==> config.mk <==
export PLATFORM = sky130hd
export DESIGN_NAME = lane_mask_ctrl
export DESIGN_NICKNAME = d
export VERILOG_FILES = /design/src/rtl/lmc_pkg.sv /design/src/rtl/lmc_stack.sv /design/src/rtl/lmc_decide.sv /design/src/rtl/lmc_fsm.sv /design/src/rtl/lane_mask_ctrl.sv
export SDC_FILE = /design/constraint.sdc
export NUM_CORES = 1
export LEC_CHECK = 0
export BUFFER_PORTS_ARGS = -buffer_cell sky130_fd_sc_hd__buf_2
export CORE_ASPECT_RATIO = 0.6
export CORE_MARGIN = 2
export CORE_UTILIZATION = 45
export CTS_CLUSTER_DIAMETER = 60
export DETAILED_ROUTE_END_ITERATION = 16
export GPL_TIMING_DRIVEN = 0
export PLACE_DENSITY_LB_ADDON = 0.2
export RECOVER_POWER = 50
export SYNTH_ARGS = -nofsm -noshare
export SYNTH_HDL_FRONTEND = slang
export SYNTH_SLANG_ARGS = --single-unit
==> constraint.sdc <==
create_clock -name clk -period 4.78 [get_ports clk]
set_input_delay 1.195 -clock clk [delete_from_list [all_inputs] [get_ports clk]]
set_output_delay 1.195 -clock clk [all_outputs]
set_load 0.05 [all_outputs]
==> src/rtl/lmc_pkg.sv <==
package lmc_pkg;

    typedef enum logic [2:0] {
        OP_NOP    = 3'd0,
        OP_IF     = 3'd1,
        OP_ELSE   = 3'd2,
        OP_ENDIF  = 3'd3,
        OP_LBEGIN = 3'd4,
        OP_LTEST  = 3'd5,
        OP_LEND   = 3'd6,
        OP_RSVD   = 3'd7
    } op_e;

    typedef enum logic {
        ST_CLEAN   = 1'b0,
        ST_FAULTED = 1'b1
    } err_state_e;

endpackage

==> src/rtl/lmc_stack.sv <==
module lmc_stack #(
    parameter int LANES = 16,
    parameter int DEPTH = 8,
    localparam int FW   = 2 * LANES + 1,
    localparam int PW   = $clog2(DEPTH + 1),
    localparam int IW   = (DEPTH > 1) ? $clog2(DEPTH) : 1
) (
    input  logic          clk,
    input  logic          rst_n,
    input  logic          push,
    input  logic          pop,
    input  logic [FW-1:0] push_frame,
    output logic [FW-1:0] top_frame,
    output logic          full,
    output logic          empty
);

    logic [FW-1:0] frames [DEPTH];
    logic [PW-1:0] ptr;
    logic [IW-1:0] wr_idx;
    logic [IW-1:0] top_idx;

    assign wr_idx    = ptr[IW-1:0];
    assign top_idx   = IW'(ptr - 1'b1);
    assign full      = (ptr == PW'(DEPTH));
    assign empty     = (ptr == '0);
    assign top_frame = frames[top_idx];

    always_ff @(posedge clk) begin
        if (!rst_n) begin
            ptr <= '0;
            for (int i = 0; i < DEPTH; i++) begin
                frames[i] <= '0;
            end
        end else if (push) begin
            frames[wr_idx] <= push_frame;
            ptr            <= ptr + 1'b1;
        end else if (pop) begin
            ptr <= ptr - 1'b1;
        end
    end


    no_push_full_chk: assert property (@(posedge clk) disable iff (!rst_n)
        push |-> !full);


    no_pop_empty_chk: assert property (@(posedge clk) disable iff (!rst_n)
        pop |-> !empty);


    no_push_pop_chk: assert property (@(posedge clk) disable iff (!rst_n)
        !(push && pop));

endmodule

==> src/rtl/lmc_decide.sv <==
module lmc_decide
    import lmc_pkg::*;
#(
    parameter int LANES = 16,
    localparam int FW   = 2 * LANES + 1
) (
    input  logic [2:0]       op_code,
    input  logic [LANES-1:0] cond,
    input  logic [LANES-1:0] mask,
    input  logic [FW-1:0]    top_frame,
    input  logic             full,
    input  logic             empty,
    output logic [LANES-1:0] nxt_mask,
    output logic             push,
    output logic             pop,
    output logic [FW-1:0]    push_frame,
    output logic             skip,
    output logic             loop_back,
    output logic             fault
);

    op_e              opc;
    logic [LANES-1:0] taken;
    logic [LANES-1:0] top_entry;
    logic [LANES-1:0] top_alt;
    logic             top_loop;

    assign opc       = op_e'(op_code);
    assign taken     = mask & cond;
    assign top_entry = top_frame[LANES-1:0];
    assign top_alt   = top_frame[2*LANES-1:LANES];
    assign top_loop  = top_frame[FW-1];

    always_comb begin
        nxt_mask   = mask;
        push       = 1'b0;
        pop        = 1'b0;
        push_frame = '0;
        skip       = 1'b0;
        loop_back  = 1'b0;
        fault      = 1'b0;
        unique case (opc)
            OP_IF: begin
                if (full) begin
                    fault = 1'b1;
                end else begin
                    push       = 1'b1;
                    push_frame = {1'b0, mask & ~cond, mask};
                    nxt_mask   = taken;
                    skip       = (taken == '0);
                end
            end
            OP_ELSE: begin
                if (empty || top_loop) begin
                    fault = 1'b1;
                end else begin
                    nxt_mask = top_alt;
                    skip     = (top_alt == '0);
                end
            end
            OP_ENDIF: begin
                if (empty || top_loop) begin
                    fault = 1'b1;
                end else begin
                    pop      = 1'b1;
                    nxt_mask = top_entry;
                end
            end
            OP_LBEGIN: begin
                if (full) begin
                    fault = 1'b1;
                end else begin
                    push       = 1'b1;
                    push_frame = {1'b1, {LANES{1'b0}}, mask};
                    skip       = (mask == '0);
                end
            end
            OP_LTEST: begin
                nxt_mask = taken;
                skip     = (taken == '0);
            end
            OP_LEND: begin
                if (empty || !top_loop) begin
                    fault = 1'b1;
                end else if (mask != '0) begin
                    loop_back = 1'b1;
                end else begin
                    pop      = 1'b1;
                    nxt_mask = top_entry;
                end
            end
            OP_NOP, OP_RSVD: begin
            end
        endcase
    end

endmodule

==> src/rtl/lmc_fsm.sv <==
module lmc_fsm
    import lmc_pkg::*;
(
    input  logic clk,
    input  logic rst_n,
    input  logic fault_evt,
    output logic err
);

    err_state_e state;
    err_state_e state_nxt;

    always_ff @(posedge clk) begin
        if (!rst_n) begin
            state <= ST_CLEAN;
        end else begin
            state <= state_nxt;
        end
    end

    always_comb begin
        state_nxt = state;
        err       = 1'b0;
        unique case (state)
            ST_CLEAN: begin
                if (fault_evt) begin
                    state_nxt = ST_FAULTED;
                end
            end
            ST_FAULTED: begin
                err = 1'b1;
            end
        endcase
    end


    err_sticky_chk: assert property (@(posedge clk) disable iff (!rst_n)
        err |=> err);


    err_follows_fault_chk: assert property (@(posedge clk) disable iff (!rst_n)
        fault_evt |=> err);

endmodule

==> src/rtl/lane_mask_ctrl.sv <==
module lane_mask_ctrl
    import lmc_pkg::*;
#(
    parameter int LANES = 16,
    parameter int DEPTH = 8,
    localparam int FW   = 2 * LANES + 1
) (
    input  logic             clk,
    input  logic             rst_n,
    input  logic [2:0]       op_code,
    input  logic [LANES-1:0] cond,
    output logic [LANES-1:0] exec_mask,
    output logic             skip,
    output logic             loop_back,
    output logic             stack_err
);

    logic [LANES-1:0] nxt_mask;
    logic             push;
    logic             pop;
    logic [FW-1:0]    push_frame;
    logic [FW-1:0]    top_frame;
    logic             full;
    logic             empty;
    logic             fault_evt;

    lmc_decide #(.LANES(LANES)) u_decide (
        .op_code    (op_code),
        .cond       (cond),
        .mask       (exec_mask),
        .top_frame  (top_frame),
        .full       (full),
        .empty      (empty),
        .nxt_mask   (nxt_mask),
        .push       (push),
        .pop        (pop),
        .push_frame (push_frame),
        .skip       (skip),
        .loop_back  (loop_back),
        .fault      (fault_evt)
    );

    lmc_stack #(.LANES(LANES), .DEPTH(DEPTH)) u_stack (
        .clk        (clk),
        .rst_n      (rst_n),
        .push       (push),
        .pop        (pop),
        .push_frame (push_frame),
        .top_frame  (top_frame),
        .full       (full),
        .empty      (empty)
    );

    lmc_fsm u_fsm (
        .clk       (clk),
        .rst_n     (rst_n),
        .fault_evt (fault_evt),
        .err       (stack_err)
    );

    always_ff @(posedge clk) begin
        if (!rst_n) begin
            exec_mask <= '1;
        end else begin
            exec_mask <= nxt_mask;
        end
    end


    nop_hold_chk: assert property (@(posedge clk) disable iff (!rst_n)
        (op_code == OP_NOP || op_code == OP_RSVD) |=> $stable(exec_mask));


    if_narrows_chk: assert property (@(posedge clk) disable iff (!rst_n)
        (op_code == OP_IF) |=> ((exec_mask & ~$past(exec_mask)) == '0));


    ltest_narrows_chk: assert property (@(posedge clk) disable iff (!rst_n)
        (op_code == OP_LTEST) |=> ((exec_mask & ~$past(exec_mask)) == '0));


    endif_widens_chk: assert property (@(posedge clk) disable iff (!rst_n)
        (op_code == OP_ENDIF) |=> ((~exec_mask & $past(exec_mask)) == '0));


    loop_back_hold_chk: assert property (@(posedge clk) disable iff (!rst_n)
        loop_back |=> $stable(exec_mask));


    fault_hold_chk: assert property (@(posedge clk) disable iff (!rst_n)
        fault_evt |=> $stable(exec_mask));


    skip_source_chk: assert property (@(posedge clk) disable iff (!rst_n)
        skip |-> (op_code == OP_IF || op_code == OP_ELSE ||
                  op_code == OP_LBEGIN || op_code == OP_LTEST));


    one_branch_chk: assert property (@(posedge clk) disable iff (!rst_n)
        !(skip && loop_back));

endmodule

==> out/qor.yml, run 1 <==
synth_top_area_cell: "edfxtp_1"
die_h_um: 136
layout_min_cycle_time_ns: 4.67
power_density_mw_per_mm2: 427
crit_chain: "buf_12 > clkinvlp_4 > ha_4 > buf_12 > buf_12 > buf_8 > mux4_2 > nor4_4 > a31oi_1 > o41ai_4 > buf_6"
fin_crit_sh_pct: 97.6
fin_nets: 1096
grt_first_pass_wirelength_um: 60500
synth_top_area_share_pct: 60.9
firstDrtPassIters: 6
finalWirelength_um: 42600
synth_edf_count: 264
yosys.cell_types.count: 54
regArea_mm2: 0.00835
setup_viol: 0
instances_no_fill: 1467
die_area_mm2: 0.0303
dieWidth_um: 224
final_util_pct: 51.9
n_fill_cell: 2504
tightest_slew_ns: 2.13
violations: "capacitance limit, slew limit"
globalplace.congestion: 0.958
drtIter0Drc: 1505
root_buffer: "clkbuf_16"
syn_inst: 991
hold_path_depth: 2
critPathSlowestCell: "o41ai_4"
hold_viol_final: 0
ys_ff_latch: 285
drc: 0
clockBufferDepth: 3
reg2reg_from: "u_stack.ptr[0]"
grt_overflow: 0
multi_input_area_mm2: 0.00445
leakagePower_nw: 5.07
grt_usage_pct: 28.5
yosysSeqAreaShare_pct: 64.1
hpwl_um: 30000
antennaDiodeCount: 0
viasPerCell: 6.25
final_layout_size_suffix_gt1_share_pct: 16.5
slew_violations: 15
io_pins: 40
synth-warning-count: 0
yosysMostFrequentCell: "edfxtp_1"
rows: 48
synth.area.top_cells: "edfxtp_1 61%, mux4_2 12%, nor2_1 7.6%, dfxtp_1 3.2%, nand2_1 2.5%"
syn2layout_area_growth_pct: 14.0
crit_type: "flip-flop to primary output"
hold_class: "flip-flop to flip-flop"
crit_start: "u_stack.ptr[0]"
fmax_mhz: 214
syn_area_mm2: 0.0130
min-delay-start: "u_fsm.state"
io_buffers: 38
slew_headroom_pct: -42.6
antenna_found_initial: 0
ir_drop_v: 0.000243
vias: 9165
dominantRegCellSynth: "edfxtp_1"
cts_tree: "yes"
initial_utilization_pct: 45.5
core_area_mm2: 0.0286
grt_max_degree: 26
slowest_delay_ns: 0.46
cts_hold_buf: 0
start_kind: "flip-flop"
ant_nets: 0
whs_ns: 0.526
r2r_cells: 13
path_common_cell: "buf_12"
critical_path_required_ns: 3.59
synth_area_per_cell_um2: 13.1
status: "complete, but fails checks"
synth_top_cells_by_count: "264 x edfxtp_1, 263 x nor2_1, 87 x nand2_1"
cp_max_fo: 10
wl_per_cell_um: 29.0
finalClockSkew_ns: 0.0297
place_inst: 1412
async_flop_share_pct: 0
clk_transition_reported_paths_ns: 0.07
worstSkewPairLatency_ns: 0.58
htreeDepth: 1
syn-num-nets: 1014
end_kind: "primary output"
rsz0062_at_grt: "no"
cts_sinks: 285
grt_pass1_vias: 8547
crit_arrival_ns: 3.47
cap_viol_max_count: 1
cts_buffers: 27
-- worst max-delay path: cells and delay by family (launching register included) --
kind	cells	cell delay, ns
buffers and inverters	6	0.86
and+or+nand+nor	1	0.31
adders and majority gates	1	0.30
DFF	1	0.36
AOI/OAI and AO/OA	2	0.64
muxes	1	0.42
-- cells by family after synthesis --
kind of cell	synth area share (%)
flops	64.1
fa+ha+maj	0.192
mux	13.1
xor+xnor	0.260
buf+inv	2.39
compound gates	3.91
simple gates	16.0
-- flip-flops by register name (all words and copies together) (netlist names) --
name,cells
u_stack.ptr,4
u_stack.frames,264
exec_mask,16
u_fsm.state,1
-- routing by layer --
layer  GRT usage, %  up-vias  share of wire (%)
met1           44.7     4662                 45
met2           37.4      598                 39
met4           5.93        0                1.8
met3           10.2       60                 14
met5              0        -                  0
li1               -     3845                  -
-- per-stage QoR --
step | setup TNS, ns | setup WS (ns) | power [mW] | instance area (µm²)
3_5_place_dp | -0.242 | -0.242 | 4.20 | 13900
5_1_grt | 0 | 0.0149 | 6.51 | 14800
4_1_cts | 0 | 0.0285 | 6.29 | 14800
2_1_floorplan | 0 | 0.183 | 3.74 | 13000
6_report | 0 | 0.113 | 6.33 | 14800
3_3_place_gp | -180.67 | -2.42 | 4.18 | 13700
-- path summary, 6_finish.rpt --
kind / to / slack (ns)
worst max-delay path: skip / 0.11
worst min register to register: u_fsm.state / 0.53
worst max register to register: u_stack.frames[4][28] / 0.31
worst min-delay path: u_fsm.state / 0.53
-- what timing repair did --
item | CTS | global route
pin swaps | 3 | 4
buffers inserted | 3 | 5
setup endpoints to repair | 1 | 1
resized for setup | 24 | 6
-- cells in the final DEF, fill, tap and decap left out, drive strengths merged, types with 5 or more instances in the layout --
| master | count |
|---|---|
| edfxtp | 264 |
| inv | 6 |
| o22ai | 17 |
| mux4 | 67 |
| or4 | 5 |
| nor2b | 6 |
| clkbuf | 95 |
| and2 | 16 |
| nand3b | 18 |
| nor2 | 263 |
| nand4 | 6 |
| a21oi | 21 |
| mux2i | 18 |
| nand2b | 5 |
| nor3 | 19 |
| clkinv | 9 |
| dfxtp | 21 |
| a31oi | 5 |
| and3 | 18 |
| buf | 57 |
| nand2 | 87 |
| o21ai | 19 |
| nor4 | 13 |
-- report_power, final --
group	total (mW)	internal, mW	switching (mW)
combinational	1.31	0.466	0.844
sequential	2.94	2.84	0.0952
clock	2.09	1.12	0.966
-- final cells by class --
cell class,count,share of cell area [%]
tap,375,3.16
timing repair buffer,54,2.66
clock inverter,12,0.565
inverter,6,0.177
multi-input combinational,637,30.0
sequential,285,56.3
clock buffer,36,4.92
buffer,62,2.23
Note: power is estimated with default switching activity, not from simulation.
==> inputs of run 2 (changes only) <==
==> constraint.sdc (replaced) <==
create_clock -name clk -period 4.78 [get_ports clk]
set_input_delay 0.239 -clock clk [delete_from_list [all_inputs] [get_ports clk]]
set_output_delay 0.239 -clock clk [all_outputs]
set_load 0.05 [all_outputs]
==> out/qor.yml, run 2 (same netlist as run 1, synthesis figures left out) <==
grt_usage_pct: 28.4  # -0.12 points
hold_class: "input pin to flip-flop"
tightest_slew_ns: 2.25  # +0.120 ns
final_layout_size_suffix_gt1_share_pct: 15.0  # -1.5 points
viasPerCell: 6.34  # +1.4%
io_buffers: 38  # unchanged
final_cell_mix: "264 x edfxtp_1, 263 x nor2_1, 80 x nand2_1"
rows: 48  # unchanged
slew_violations: 14  # -1
hold_viol_final: 0  # unchanged
core_area_mm2: 0.0286  # unchanged
regMostFlops: "u_stack.frames"
tns_ns: 0  # unchanged
globalplace.congestion: 0.958  # unchanged
setup_slack_ns: 0.222  # +0.110 ns
cts_setup_buffers: 0  # -3
grt_first_pass_wirelength_um: 60300  # -0.38%
die_area_mm2: 0.0303  # unchanged
worstSkewPairLatency_ns: 0.57  # about the same
postPlaceCellArea_mm2: 0.0139  # unchanged
dieWidth_um: 224  # unchanged
slew_headroom_pct: -50.7  # -8.1 points
largest_reg_flops: 264  # unchanged
root_buffer: "clkbuf_16"
ir_drop_v: 0.000241  # -1.0%
regArea_mm2: 0.00835  # about the same
violations: "capacitance limit, slew limit"
ant_nets: 0  # unchanged
end_kind: "flip-flop"
reg2reg_from: "u_stack.ptr[0]"
finalClockSkew_ns: 0.0249  # -0.00482 ns
vias: 9250  # +0.93%
cpLargestDelayFamily: "buffers and inverters"
critPathSlowestCell: "o21ai_1"
leakagePower_nw: 4.99  # -1.6%
cap_viol_max_count: 1  # unchanged
crit_arrival_ns: 4.82  # +1.35 ns
fin_nets: 1089  # -0.64%
layout_min_cycle_time_ns: 4.56  # -0.110 ns
min-delay-start: "op_code[2]"
met2_usage_pct: 37.1  # -0.35 points
multi_input_area_mm2: 0.00439  # -1.5%
fmax_mhz: 219  # +2.4%
instances_no_fill: 1460  # -0.48%
final_area_mm2: 0.0147  # -1.1%
htreeDepth: 1  # unchanged
cts_buffers: 27  # unchanged
syn2layout_area_growth_pct: 12.8
cts_sinks: 285  # unchanged
hpwl_um: 30000  # unchanged
grt_max_degree: 26  # unchanged
fin_crit_sh_pct: 95.4  # -2.3 points
n_fill_cell: 2531  # +1.1%
drc: 0  # unchanged
drtIter0Drc: 1536  # +2.1%
io_pins: 40  # unchanged
critical_path_required_ns: 5.04  # +1.45 ns
finalWirelength_um: 42500  # -0.27%
slowest_delay_ns: 1.72  # +1.26 ns
power_density_mw_per_mm2: 427  # about the same
start_kind: "flip-flop"
place_ws_ns: 0.386  # +0.628 ns
cp_max_fo: 20  # +10
crit_type: "flip-flop to flip-flop"
cts_tree: "yes"
clk_transition_reported_paths_ns: 0.07  # about the same
crit_buf_inv: 5  # -1
die_h_um: 136  # unchanged
busiest_layer: "met1"
rsz0062_at_grt: "no"
crit_chain: "buf_6 > buf_8 > clkbuf_1 > clkbuf_2 > nand4_1 > o21ai_1 > buf_12"
wl_per_cell_um: 29.1  # +0.21%
setup_viol: 0  # unchanged
initial_utilization_pct: 45.5  # unchanged
final_common_cell: "edfxtp_1"
firstDrtPassIters: 6  # unchanged
crit_start: "u_stack.ptr[0]"
top_regs: "u_stack.frames (264), exec_mask (16), u_stack.ptr (4)"
clockBufferDepth: 3  # unchanged
status: "complete, but fails checks"
antennaDiodeCount: 0  # unchanged
place_inst: 1412  # unchanged
grt_pass1_vias: 8486  # -0.71%
grt_overflow: 0  # unchanged
grtUsageMet3_pct: 9.65  # -0.56 points
use_met1_pct: 45.0  # +0.31 points
antenna_found_initial: 0  # unchanged
[run 2: through the flow]
stage                     utilization, %  power [mW]  hold WS [ns]
after floorplan                        -        3.74         0.394
after global placement              47.8        4.18         0.501
after detailed placement            48.6        4.20         0.496
after CTS                           51.4        6.25         0.184
after global routing                51.3        6.43         0.213
final                               51.3        6.26         0.198
[run 2: layout make-up]
class	count	share of cell area (%)
plain buffers	62	1.94
clock buffers	36	4.97
clock inverters	12	0.571
inverters	6	0.153
multi-input cells	637	29.9
flip-flops and latches	285	56.9
well taps	375	3.20
repair buffers	47	2.42
[run 2: final timing paths]
check	to	slack (ns)	cells past startpoint
max	u_stack.frames[7][19]	0.22	7
min	u_fsm.state	0.20	4
min reg2reg	u_fsm.state	0.53	2
max reg2reg	u_stack.frames[7][19]	0.22	7
[run 2: metal layers]
| metal | vias to the layer above | routed length (µm) |
|---|---|---|
| li1 | 3836 | - |
| met1 | 4697 | 19000 |
| met2 | 645 | 16500 |
| met3 | 72 | 6080 |
| met4 | 0 | 837 |
| met5 | - | 0 |
[run 2: worst register-to-register path, delay by kind of cell (launching register included)]
| family | cells | cell delay [ns] |
|---|---|---|
| flip-flops | 1 | 0.36 |
| AO/OA/AOI/OAI | 1 | 1.72 |
| AND/OR/NAND/NOR | 1 | 0.20 |
| buffers and inverters | 5 | 1.95 |
[run 2: timing repair]
item                                   4_1_cts  5_1_grt
hold buffers                                 1        0
setup endpoints to repair                    0       25
endpoints found under the hold margin        1        0
resized for setup                            0        5
[run 2: report_power, final]
part | total (mW) | internal [mW] | switching [mW] | leakage, nW
clock | 2.09 | 1.12 | 0.966 | 0.395
combinational | 1.24 | 0.420 | 0.818 | 1.69
sequential | 2.94 | 2.84 | 0.0957 | 2.90
==> inputs of run 3 (changes only) <==
--- a/config.mk
+++ b/config.mk
@@ -14,6 +14,7 @@
 export GPL_TIMING_DRIVEN = 0
 export PLACE_DENSITY_LB_ADDON = 0.2
 export RECOVER_POWER = 50
+export REMOVE_ABC_BUFFERS = 1
 export SYNTH_ARGS = -nofsm -noshare
 export SYNTH_HDL_FRONTEND = slang
 export SYNTH_SLANG_ARGS = --single-unit
==> out/qor.yml, run 3 (same netlist as run 1, synthesis figures left out) <==
rsz0062_at_grt: "no"
rows: 48  # unchanged
slew_violations: 35  # +21
grt_pass1_vias: 8580  # +1.1%
slew_headroom_pct: -51.8  # -1.1 points
clockBufferDepth: 3  # unchanged
finalWirelength_um: 39000  # -8.2%
cp_max_fo: 29  # +45%
top_regs: "u_stack.frames (264), exec_mask (16), u_stack.ptr (4)"
core_area_mm2: 0.0286  # unchanged
crit_arrival_ns: 4.77  # -0.05 ns
ir_drop_v: 0.000333  # +38%
hold_viol_final: 0  # unchanged
clk_transition_reported_paths_ns: 0.07  # about the same
regMostFlops: "u_stack.frames"
power_density_mw_per_mm2: 431  # +0.98%
fin_nets: 1049  # -3.7%
drc: 0  # unchanged
vias: 8791  # -5.0%
htreeDepth: 1  # unchanged
die_h_um: 136  # unchanged
hpwl_um: 24300  # -19%
final_cell_mix: "264 x edfxtp_1, 262 x nor2_1, 78 x nand2_1"
fin_crit_sh_pct: 94.3  # -1.1 points
layout_min_cycle_time_ns: 4.51  # -0.0511 ns
root_buffer: "clkbuf_16"
violations: "capacitance limit, slew limit"
cts_tree: "yes"
antenna_found_initial: 0  # unchanged
tightest_slew_ns: 2.26  # +0.0159 ns
ant_nets: 0  # unchanged
finalClockSkew_ns: 0.0115  # -0.0134 ns
wl_per_cell_um: 27.4  # -5.7%
start_kind: "flip-flop"
io_buffers: 39  # +2.6%
antennaDiodeCount: 0  # unchanged
initial_utilization_pct: 45.5  # unchanged
grt_first_pass_wirelength_um: 57200  # -5.2%
largest_reg_flops: 264  # unchanged
final_common_cell: "edfxtp_1"
dieWidth_um: 224  # unchanged
leakagePower_nw: 5.06  # +1.3%
crit_type: "flip-flop to flip-flop"
cts_buffers: 27  # unchanged
io_pins: 40  # unchanged
critical_path_required_ns: 5.04  # about the same
status: "complete, but fails checks"
grt_usage_pct: 26.0  # -2.4 points
globalplace.congestion: 0.844  # -12%
n_fill_cell: 2464  # -2.6%
cts_sinks: 285  # unchanged
die_area_mm2: 0.0303  # unchanged
syn2layout_area_growth_pct: 13.6
drtIter0Drc: 1188  # -23%
grt_max_degree: 46  # +77%
setup_viol: 0  # unchanged
final_layout_size_suffix_gt1_share_pct: 17.3  # +2.3 points
end_kind: "flip-flop"
firstDrtPassIters: 5  # -1
worstSkewPairLatency_ns: 0.56  # about the same
whs_ns: 0.168  # -0.0303 ns
cap_viol_max_count: 2  # +1
tns_ns: 0  # unchanged
viasPerCell: 6.19  # -2.4%
hold_class: "input pin to flip-flop"
fmax_mhz: 222  # +1.1%
grt_overflow: 0  # unchanged
## run 3: final cells by class
type | count | area (µm²) | area share, %
sequential | 285 | 8350 | 56.5
multi-input combinational | 637 | 4420 | 29.9
clock buffer | 33 | 718 | 4.86
timing repair buffer | 69 | 624 | 4.22
tap | 375 | 469 | 3.17
clock inverter | 16 | 176 | 1.19
inverter | 6 | 22.5 | 0.152
## run 3: path summary, 6_finish.rpt
check / from / endpoint / slack, ns / cells after the start
worst max register to register: u_stack.ptr[0] / u_stack.frames[5][24] / 0.27 / 12
worst min-delay path: cond[2] / exec_mask[2] / 0.17 / 5
worst min register to register: u_stack.ptr[1] / u_stack.ptr[1] / 0.56 / 2
worst max-delay path: u_stack.ptr[0] / u_stack.frames[5][24] / 0.27 / 12
## run 3: critical path, cell delays in order, from the launching register on
cell	delay, ns
dfxtp_4	0.58
buf_16	0.24
inv_1	0.15
ha_4	0.25
and3b_1	0.23
nor3_2	0.54
buf_6	0.23
nand2_1	0.07
nor2_1	0.43
nand3_2	0.36
buf_12	0.32
nand2_2	0.49
buf_12	0.26
## run 3: timing repair
| action | 4_1_cts | 5_1_grt |
|---|---|---|
| hold buffers | 0 | 0 |
| gates resized for setup | 0 | 2 |
| gates cloned | 0 | 1 |
| setup buffers | 4 | 0 |
| pin swaps | 1 | 0 |
| endpoints found under the hold margin | 0 | 0 |
| setup endpoints to repair | 51 | 27 |
## run 3: routing by layer
layer / vias to the layer above / global-route usage, % / routed length, µm
met5: - / 0 / 0
li1: 3755 / - / -
met2: 457 / 37.8 / 16500
met3: 70 / 4.73 / 3580
met1: 4509 / 40.4 / 17900
met4: 0 / 6.33 / 958
## run 3: per-stage QoR
stage / worst slack (ns) / utilization (%) / power [mW] / area [µm²] / cells
after global routing: 0.0442 / 51.7 / 6.57 / 14800 / 1421
after detailed placement: -0.360 / 48.9 / 4.16 / 14000 / 1367
after CTS: 0.0324 / 52.2 / 6.38 / 14900 / 1420
after floorplan: -3.56 / - / 3.73 / 12700 / 928
final: 0.273 / 51.7 / 6.37 / 14800 / 1421
after global placement: -10.06 / 46.8 / 4.14 / 13400 / 1342
## run 3: power breakdown
part / leakage, nW / switching, mW / internal (mW)
clock network: 0.442 / 0.954 / 1.28
registers: 2.90 / 0.109 / 2.84
logic: 1.71 / 0.727 / 0.456
total: 5.06 / 1.79 / 4.58
